===== config.mk =====
export PLATFORM = sky130hd
export DESIGN_NAME = dir_home_ctrl
export DESIGN_NICKNAME = d
export VERILOG_FILES = /design/src/rtl/dir_pkg.sv /design/src/rtl/dir_addr_split.sv /design/src/rtl/dir_entry_store.sv /design/src/rtl/dir_ctrl_fsm.sv /design/src/rtl/dir_home_ctrl.sv
export SDC_FILE = /design/constraint.sdc
export NUM_CORES = 1
export LEC_CHECK = 0
export BUFFER_PORTS_ARGS = -buffer_cell sky130_fd_sc_hd__buf_2
export CAP_MARGIN = 25
export CORE_ASPECT_RATIO = 2
export CORE_MARGIN = 3
export CORE_UTILIZATION = 44
export DETAILED_ROUTE_END_ITERATION = 8
export SETUP_SLACK_MARGIN = 0.5
export SYNTH_ARGS = -nofsm -noshare
export SYNTH_HDL_FRONTEND = slang
export SYNTH_HIERARCHICAL = 1
export SYNTH_SLANG_ARGS = --single-unit

===== constraint.sdc =====
create_clock -name clk -period 5.3 [get_ports clk]
set_input_delay 0 -clock clk [delete_from_list [all_inputs] [get_ports clk]]
set_output_delay 0 -clock clk [all_outputs]
set_load 0.05 [all_outputs]

===== src/rtl/dir_pkg.sv =====
package dir_pkg;
    localparam int ADDR_W = 32;
    localparam int NODE_W = 8;
    localparam int LINE_W = 18;
    localparam int OFF_W  = 6;

    typedef enum logic {
        MSG_DATA    = 1'b0,
        MSG_FWD_INV = 1'b1
    } msg_kind_t;

    typedef enum logic [1:0] {
        S_IDLE = 2'd0,
        S_LOOK = 2'd1,
        S_RAM  = 2'd2,
        S_MSG  = 2'd3
    } ctl_state_t;

    typedef struct packed {
        logic              held;
        logic [NODE_W-1:0] owner;
    } dir_ent_t;
endpackage


===== src/rtl/dir_addr_split.sv =====
module dir_addr_split
    import dir_pkg::*;
#(
    parameter int NUM_LINES = 64,
    parameter int IDX_W     = 6
) (
    input  logic [ADDR_W-1:0] addr,
    input  logic [NODE_W-1:0] my_node,
    output logic [LINE_W-1:0] line_field,
    output logic [IDX_W-1:0]  idx,
    output logic              home_ok,
    output logic              line_ok
);
    logic [NODE_W-1:0] home_field;
    logic [OFF_W-1:0]  unused_off;

    always_comb begin
        home_field = addr[ADDR_W-1 -: NODE_W];
        line_field = addr[OFF_W +: LINE_W];
        unused_off = addr[OFF_W-1:0];
        idx        = line_field[IDX_W-1:0];
        home_ok    = (home_field == my_node);
        line_ok    = ({{(32-LINE_W){1'b0}}, line_field} < 32'(NUM_LINES));
    end
endmodule


===== src/rtl/dir_entry_store.sv =====
module dir_entry_store
    import dir_pkg::*;
#(
    parameter int NUM_LINES = 64,
    parameter int IDX_W     = 6
) (
    input  logic             clk,
    input  logic             rst_n,
    input  logic [IDX_W-1:0] rd_idx,
    output dir_ent_t         rd_ent,
    input  logic             wr_en,
    input  logic [IDX_W-1:0] wr_idx,
    input  dir_ent_t         wr_ent
);
    dir_ent_t ent_d [NUM_LINES];
    dir_ent_t ent_q [NUM_LINES];

    always_comb begin
        for (int i = 0; i < NUM_LINES; i++) begin
            ent_d[i] = ent_q[i];
            if (wr_en && (32'(wr_idx) == 32'(i))) begin
                ent_d[i] = wr_ent;
            end
        end
        rd_ent = ent_q[rd_idx];
    end

    always_ff @(posedge clk or negedge rst_n) begin
        if (!rst_n) begin
            for (int i = 0; i < NUM_LINES; i++) begin
                ent_q[i] <= '0;
            end
        end else begin
            for (int i = 0; i < NUM_LINES; i++) begin
                ent_q[i] <= ent_d[i];
            end
        end
    end

    AST_WR_MARKS_HELD: assert property (@(posedge clk) disable iff (!rst_n)
        wr_en |-> wr_ent.held) else $error("write clears held flag");
endmodule


===== src/rtl/dir_ctrl_fsm.sv =====
module dir_ctrl_fsm
    import dir_pkg::*;
#(
    parameter int IDX_W = 6
) (
    input  logic              clk,
    input  logic              rst_n,
    input  logic              req_valid,
    input  logic [NODE_W-1:0] req_src,
    input  logic [LINE_W-1:0] line_field,
    input  logic [IDX_W-1:0]  idx,
    input  logic              home_ok,
    input  logic              line_ok,
    output logic              req_ready,
    output logic              req_err,
    output logic [IDX_W-1:0]  lk_idx,
    input  dir_ent_t          lk_ent,
    output logic              wr_en,
    output logic [IDX_W-1:0]  wr_idx,
    output dir_ent_t          wr_ent,
    output logic              mem_rd_valid,
    input  logic              mem_rd_ready,
    output logic [LINE_W-1:0] mem_rd_line,
    output logic              msg_valid,
    input  logic              msg_ready,
    output logic              msg_kind,
    output logic [NODE_W-1:0] msg_dst,
    output logic [NODE_W-1:0] msg_req,
    output logic [LINE_W-1:0] msg_line
);
    typedef struct packed {
        ctl_state_t        state;
        logic [LINE_W-1:0] line;
        logic [IDX_W-1:0]  idx;
        logic [NODE_W-1:0] src;
        msg_kind_t         kind;
        logic [NODE_W-1:0] dst;
        logic              err;
    } ctl_t;

    ctl_t c_d, c_q;

    always_comb begin
        c_d     = c_q;
        c_d.err = 1'b0;
        wr_en   = 1'b0;
        wr_ent  = '0;
        case (c_q.state)
            S_IDLE: begin
                if (req_valid) begin
                    if (home_ok && line_ok) begin
                        c_d.state = S_LOOK;
                        c_d.line  = line_field;
                        c_d.idx   = idx;
                        c_d.src   = req_src;
                    end else begin
                        c_d.err = 1'b1;
                    end
                end
            end
            S_LOOK: begin
                if (!lk_ent.held) begin
                    wr_en        = 1'b1;
                    wr_ent.held  = 1'b1;
                    wr_ent.owner = c_q.src;
                    c_d.state    = S_RAM;
                end else if (lk_ent.owner == c_q.src) begin
                    c_d.state = S_RAM;
                end else begin
                    wr_en        = 1'b1;
                    wr_ent.held  = 1'b1;
                    wr_ent.owner = c_q.src;
                    c_d.kind     = MSG_FWD_INV;
                    c_d.dst      = lk_ent.owner;
                    c_d.state    = S_MSG;
                end
            end
            S_RAM: begin
                if (mem_rd_ready) begin
                    c_d.kind  = MSG_DATA;
                    c_d.dst   = c_q.src;
                    c_d.state = S_MSG;
                end
            end
            S_MSG: begin
                if (msg_ready) begin
                    c_d.state = S_IDLE;
                end
            end
            default: c_d.state = S_IDLE;
        endcase
    end

    always_ff @(posedge clk or negedge rst_n) begin
        if (!rst_n) begin
            c_q <= '0;
        end else begin
            c_q <= c_d;
        end
    end

    always_comb begin
        req_ready    = (c_q.state == S_IDLE);
        req_err      = c_q.err;
        lk_idx       = c_q.idx;
        wr_idx       = c_q.idx;
        mem_rd_valid = (c_q.state == S_RAM);
        mem_rd_line  = c_q.line;
        msg_valid    = (c_q.state == S_MSG);
        msg_kind     = c_q.kind;
        msg_dst      = c_q.dst;
        msg_req      = c_q.src;
        msg_line     = c_q.line;
    end

    AST_BUSY_BLOCKS_REQ: assert property (@(posedge clk) disable iff (!rst_n)
        (mem_rd_valid || msg_valid) |-> !req_ready) else $error("accepting while busy");
    AST_ONE_PORT_ACTIVE: assert property (@(posedge clk) disable iff (!rst_n)
        !(mem_rd_valid && msg_valid)) else $error("two outputs valid");
    AST_LOOKUP_ONE_CYCLE: assert property (@(posedge clk) disable iff (!rst_n)
        (c_q.state == S_LOOK) |=> (mem_rd_valid || msg_valid)) else $error("lookup too long");
    AST_ERR_QUIET: assert property (@(posedge clk) disable iff (!rst_n)
        req_err |-> (!mem_rd_valid && !msg_valid)) else $error("refused request acted");
    AST_FWD_NOT_SELF: assert property (@(posedge clk) disable iff (!rst_n)
        (msg_valid && msg_kind == MSG_FWD_INV) |-> (msg_dst != msg_req)) else $error("forward to requester");
    AST_MEM_HOLD: assert property (@(posedge clk) disable iff (!rst_n)
        (mem_rd_valid && !mem_rd_ready) |=> (mem_rd_valid && $stable(mem_rd_line))) else $error("ram read dropped");
    AST_MSG_HOLD: assert property (@(posedge clk) disable iff (!rst_n)
        (msg_valid && !msg_ready) |=> (msg_valid && $stable(msg_dst) && $stable(msg_kind)
            && $stable(msg_line) && $stable(msg_req))) else $error("message dropped");
endmodule


===== src/rtl/dir_home_ctrl.sv =====
module dir_home_ctrl
    import dir_pkg::*;
#(
    parameter int NUM_LINES = 64
) (
    input  logic              clk,
    input  logic              rst_n,
    input  logic [NODE_W-1:0] node_id,
    input  logic              req_valid,
    output logic              req_ready,
    input  logic [ADDR_W-1:0] req_addr,
    input  logic [NODE_W-1:0] req_src,
    output logic              req_err,
    output logic              mem_rd_valid,
    input  logic              mem_rd_ready,
    output logic [LINE_W-1:0] mem_rd_line,
    output logic              msg_valid,
    input  logic              msg_ready,
    output logic              msg_kind,
    output logic [NODE_W-1:0] msg_dst,
    output logic [NODE_W-1:0] msg_req,
    output logic [LINE_W-1:0] msg_line
);
    localparam int IDX_W = (NUM_LINES > 1) ? $clog2(NUM_LINES) : 1;

    logic [LINE_W-1:0] line_field;
    logic [IDX_W-1:0]  dec_idx;
    logic              home_ok;
    logic              line_ok;
    logic [IDX_W-1:0]  lk_idx;
    dir_ent_t          lk_ent;
    logic              wr_en;
    logic [IDX_W-1:0]  wr_idx;
    dir_ent_t          wr_ent;

    dir_addr_split #(.NUM_LINES(NUM_LINES), .IDX_W(IDX_W)) u_split (
        .addr       (req_addr),
        .my_node    (node_id),
        .line_field (line_field),
        .idx        (dec_idx),
        .home_ok    (home_ok),
        .line_ok    (line_ok)
    );

    dir_entry_store #(.NUM_LINES(NUM_LINES), .IDX_W(IDX_W)) u_store (
        .clk    (clk),
        .rst_n  (rst_n),
        .rd_idx (lk_idx),
        .rd_ent (lk_ent),
        .wr_en  (wr_en),
        .wr_idx (wr_idx),
        .wr_ent (wr_ent)
    );

    dir_ctrl_fsm #(.IDX_W(IDX_W)) u_fsm (
        .clk          (clk),
        .rst_n        (rst_n),
        .req_valid    (req_valid),
        .req_src      (req_src),
        .line_field   (line_field),
        .idx          (dec_idx),
        .home_ok      (home_ok),
        .line_ok      (line_ok),
        .req_ready    (req_ready),
        .req_err      (req_err),
        .lk_idx       (lk_idx),
        .lk_ent       (lk_ent),
        .wr_en        (wr_en),
        .wr_idx       (wr_idx),
        .wr_ent       (wr_ent),
        .mem_rd_valid (mem_rd_valid),
        .mem_rd_ready (mem_rd_ready),
        .mem_rd_line  (mem_rd_line),
        .msg_valid    (msg_valid),
        .msg_ready    (msg_ready),
        .msg_kind     (msg_kind),
        .msg_dst      (msg_dst),
        .msg_req      (msg_req),
        .msg_line     (msg_line)
    );
endmodule


==> flow_summary_export.csv <==
group,metric,value,unit
outcome,status,"finished clean",
setup_path,cp_cell_sequence,"buf_4, mux4_2, a22oi_1, nand4_1, and4_1, xor2_1, nor4_4, a31oi_4, buf_4, buf_4, and2_2, buf_4, mux2_2",
min_path,worstHoldPathCells,7,
setup_path,path_common_cell,"buf_4",
layout,final_nets,2110,
clock_network,cts_tree,"yes",
yosys,yosysTopAreaCellShare,53.2,%
yosys,synth_area_leader_cell,"dfrtp_1",
yosys,syn_nets,2000,
sta,tns,0,ns
setup_path,r2r_cells,13,
clock_network,clk_pin_slew,0.07,ns
die,fp.dieH,370,um
sta,hold_viol_final,0,
routing,ant_nets,0,
clock_network,clock_path_buffers,3,
yosys,ys_seq_elements,620,
sta,worstMarginPinSlew,1.08,ns
yosys,synth_edf_count,0,
die,io_pins,110,
yosys,synth_seq_area_share,53.2,%
min_path,hp-start,"req_addr[25]",
grt,grt_overflow_total,0,
power_and_ir_drop,switchingPower,2.18,mW
yosys,synthTopCellsByCount,"620 x dfrtp_1, 613 x mux2_2, 147 x mux4_2",
die,fp.coreArea,0.0652,sq mm
yosys,ys_top_cells_by_area,"dfrtp_1 53%, mux2_2 24%, mux4_2 11%",
sta,finalClockSkew,0.0276,ns
setup_path,worstPathRequired,5.78,ns
clock_network,root_buffer,"clkbuf_16",
grt,grt_pass1_vias,18600,
sta,relSlewSlack,27.9,%
setup_path,cp_slowest_cell,"dfrtp_4",
flow_run,drv_cap,0,
power_and_ir_drop,power.internal,7.18,mW
routing,drt_wl_total,74200,um
setup_path,timing.reg2reg.setup_slack,0.60,ns
layout,fillers,5411,
placement,port_buffers,103,
setup_path,cp-start-kind,"flip-flop",
placement,dp_hpwl,50800,um
die,rows,132,
power_and_ir_drop,seqPwrFrac,50.9,%
clock_network,htree_num_levels,2,
grt,antenna_found_initial,0,
power_and_ir_drop,p_sw_share,23.3,%
clock_network,cts_buffers,53,
layout,diodes,0,
yosys,netlist_area,0.0292,sq mm
sta,finalMaxSlewViolations,0,
die,die-area,0.0696,sq mm
power_and_ir_drop,power_density,278,mW/mm^2
power_and_ir_drop,comb_power_share,6.0,%
yosys,syn_area_per_cell,15.0,sq um
sta,timing.final.crit_share,88.6,%
yosys,syn_inst,1943,
layout,multi_input_area,0.0124,sq mm
yosys,synth-async-reset-ratio,100,%
sta,setup_viol,0,
setup_path,arrival,5.18,ns
yosys,synth_flop_cell,"dfrtp_1",
sta,rsz0062_at_grt,"false",
routing,via_per_inst,5.65,
placement,globalplace.congestion,0.861,
power_and_ir_drop,clkPwrFrac,43.2,%
die,die_w,188,um
setup_path,end_kind,"flip-flop",
layout,register_area,0.0155,sq mm
grt,track_usage,21.7,%
routing,drt-pass1-iter-count,5,
setup_path,max_stage_delay,0.77,ns
layout,area_delta_synth_final,15.4,%
grt,grt_max_degree,186,
routing,avgRoutedWirePerCell,25.0,um
setup_path,r2r-end,"u_store/ent_q[488]",
setup_path,r2r_start,"u_fsm/lk_idx[2]",
routing,drc,0,
power_and_ir_drop,total_power,9.36,mW
routing,drt-initial-drc-count,892,
yosys,yosysUniqueCellTypes,47,
setup_path,crit_fanout,41,
layout,utilization,51.6,%
grt,grt_pass1_wl,116000,um
clock_network,cts.sinks,620,
sta,period_needed,4.70,ns
min_path,holdPathEnd,"u_fsm/c_q[43]",
clock_network,clock_latency,0.61,ns
sta,clock.fmax,0.213,GHz
power_and_ir_drop,ir_drop,0.244,mV
min_path,worst_hold_path_type,"primary input to flip-flop",
routing,num_vias,16800,
power_and_ir_drop,p_leak,16.1,nW
die,start_util,44.7,%
yosys,yosysMostFrequentCell,"dfrtp_1",
layout,drive_gt1_share,54.1,%
yosys,ys_warn_count,6,
setup_path,path_class,"flip-flop to flip-flop",
-- repair_timing --
action                                  in CTS  in global routing
hold endpoints to repair                   149                  0
setup buffers                                0                  0
hold buffers                                31                  0
gates resized for setup                      1                  3
endpoints found under the setup margin       9                282
-- power groups by stage --
stage          Clock, mW  Combinational (mW)  Sequential (mW)
2_1_floorplan          0               0.296             4.87
3_3_place_gp           0               0.527             4.85
3_5_place_dp           0               0.545             4.85
4_1_cts             4.16               0.567             4.76
5_1_grt             4.33               0.613             4.76
6_report            4.04               0.559             4.76
-- state kept, by name, indices dropped and copies added, names as in the netlist --
name / cells
u_store/ent_q: 576
u_fsm/c_q: 2
u_fsm/msg_req: 8
u_fsm/mem_rd_line: 18
u_fsm/lk_idx: 6
u_fsm/msg_kind: 1
u_fsm/msg_dst: 8
u_fsm/req_err: 1
-- worst max-delay path, delay by kind of cell (launching register included) --
kind	cells	cell delay [ns]
and+or+nand+nor	4	1.32
xor gates and xnor gates	1	0.19
DFF	1	0.77
muxes	2	0.68
buffers and inverters	4	1.10
AOI/OAI and AO/OA	2	0.45
-- per-stage QoR --
stage | hold slack (ns) | area, sq um | std cells | setup slack, ns
3_5_place_dp | 0.181 | 31500 | 2838 | 0.509
6_report | 0.0821 | 33700 | 2969 | 0.603
2_1_floorplan | -0.296 | 29200 | 1943 | 1.10
5_1_grt | 0.0943 | 33700 | 2969 | 0.503
4_1_cts | 0.0472 | 33700 | 2969 | 0.522
3_3_place_gp | 0.156 | 31500 | 2837 | 0.428
-- layer usage --
metal / wire length (um) / track usage [%] / vias to the layer above / part of all wire (%)
met2: 41500 / 42.0 / 327 / 56
met1: 27800 / 24.5 / 9057 / 37
met5: 0 / 0 / - / 0
met3: 2110 / 2.03 / 111 / 2.8
li1: - / - / 7287 / -
met4: 2800 / 7.97 / 0 / 3.8
-- kinds of logic (layout without fill, tap and decap cells) --
kind of cell	Yosys count	count (layout)	synth area share, %
muxes	808	808	36.7
DFF	620	620	53.2
buffers and inverters	226	381	4.35
and+or+nand+nor	215	215	3.84
AOI/OAI and AO/OA	54	54	1.29
xor gates and xnor gates	16	16	0.481
adders and majority gates	4	4	0.172
-- cell type report --
type                            instances  share of cell area (%)
Clock inverter                         18                   0.598
Inverter                                7                  0.0780
Multi-Input combinational cell       1097                    36.9
Tap cell                              871                    3.24
Timing Repair Buffer                  274                    8.32
Clock buffer                           82                    4.75
Sequential cell                       620                    46.1
-- layout by cell type (no fill, tap or decap), types with 9 or more instances in the layout --
cell           count
nor2_1            10
nor3_1            15
nor2_2            21
mux2_2           613
nand2_1           75
dlygate4sd3_1     31
mux2i_1           47
nand3_1           20
mux4_2           147
nand4_1           19
clkbuf_8          12
a22oi_1           27
o21ai_0            9
buf_4             65
clkinv_2          10
buf_2            103
clkbuf_1          15
buf_12            73
dfrtp_1          616
clkbuf_16         55
-- worst max path at each step --
stage,startpoint,end,depth (start not counted)
CTS,u_fsm/lk_idx[2],u_store/ent_q[427],13
global placement,u_fsm/lk_idx[0],u_store/ent_q[569],13
finish,u_fsm/lk_idx[2],u_store/ent_q[488],13
floorplan,u_fsm/lk_idx[0],u_store/ent_q[432],15
global route,u_fsm/lk_idx[2],u_store/ent_q[272],13
detailed placement,u_fsm/lk_idx[0],u_store/ent_q[279],15
(Power assumes the default switching activity.)
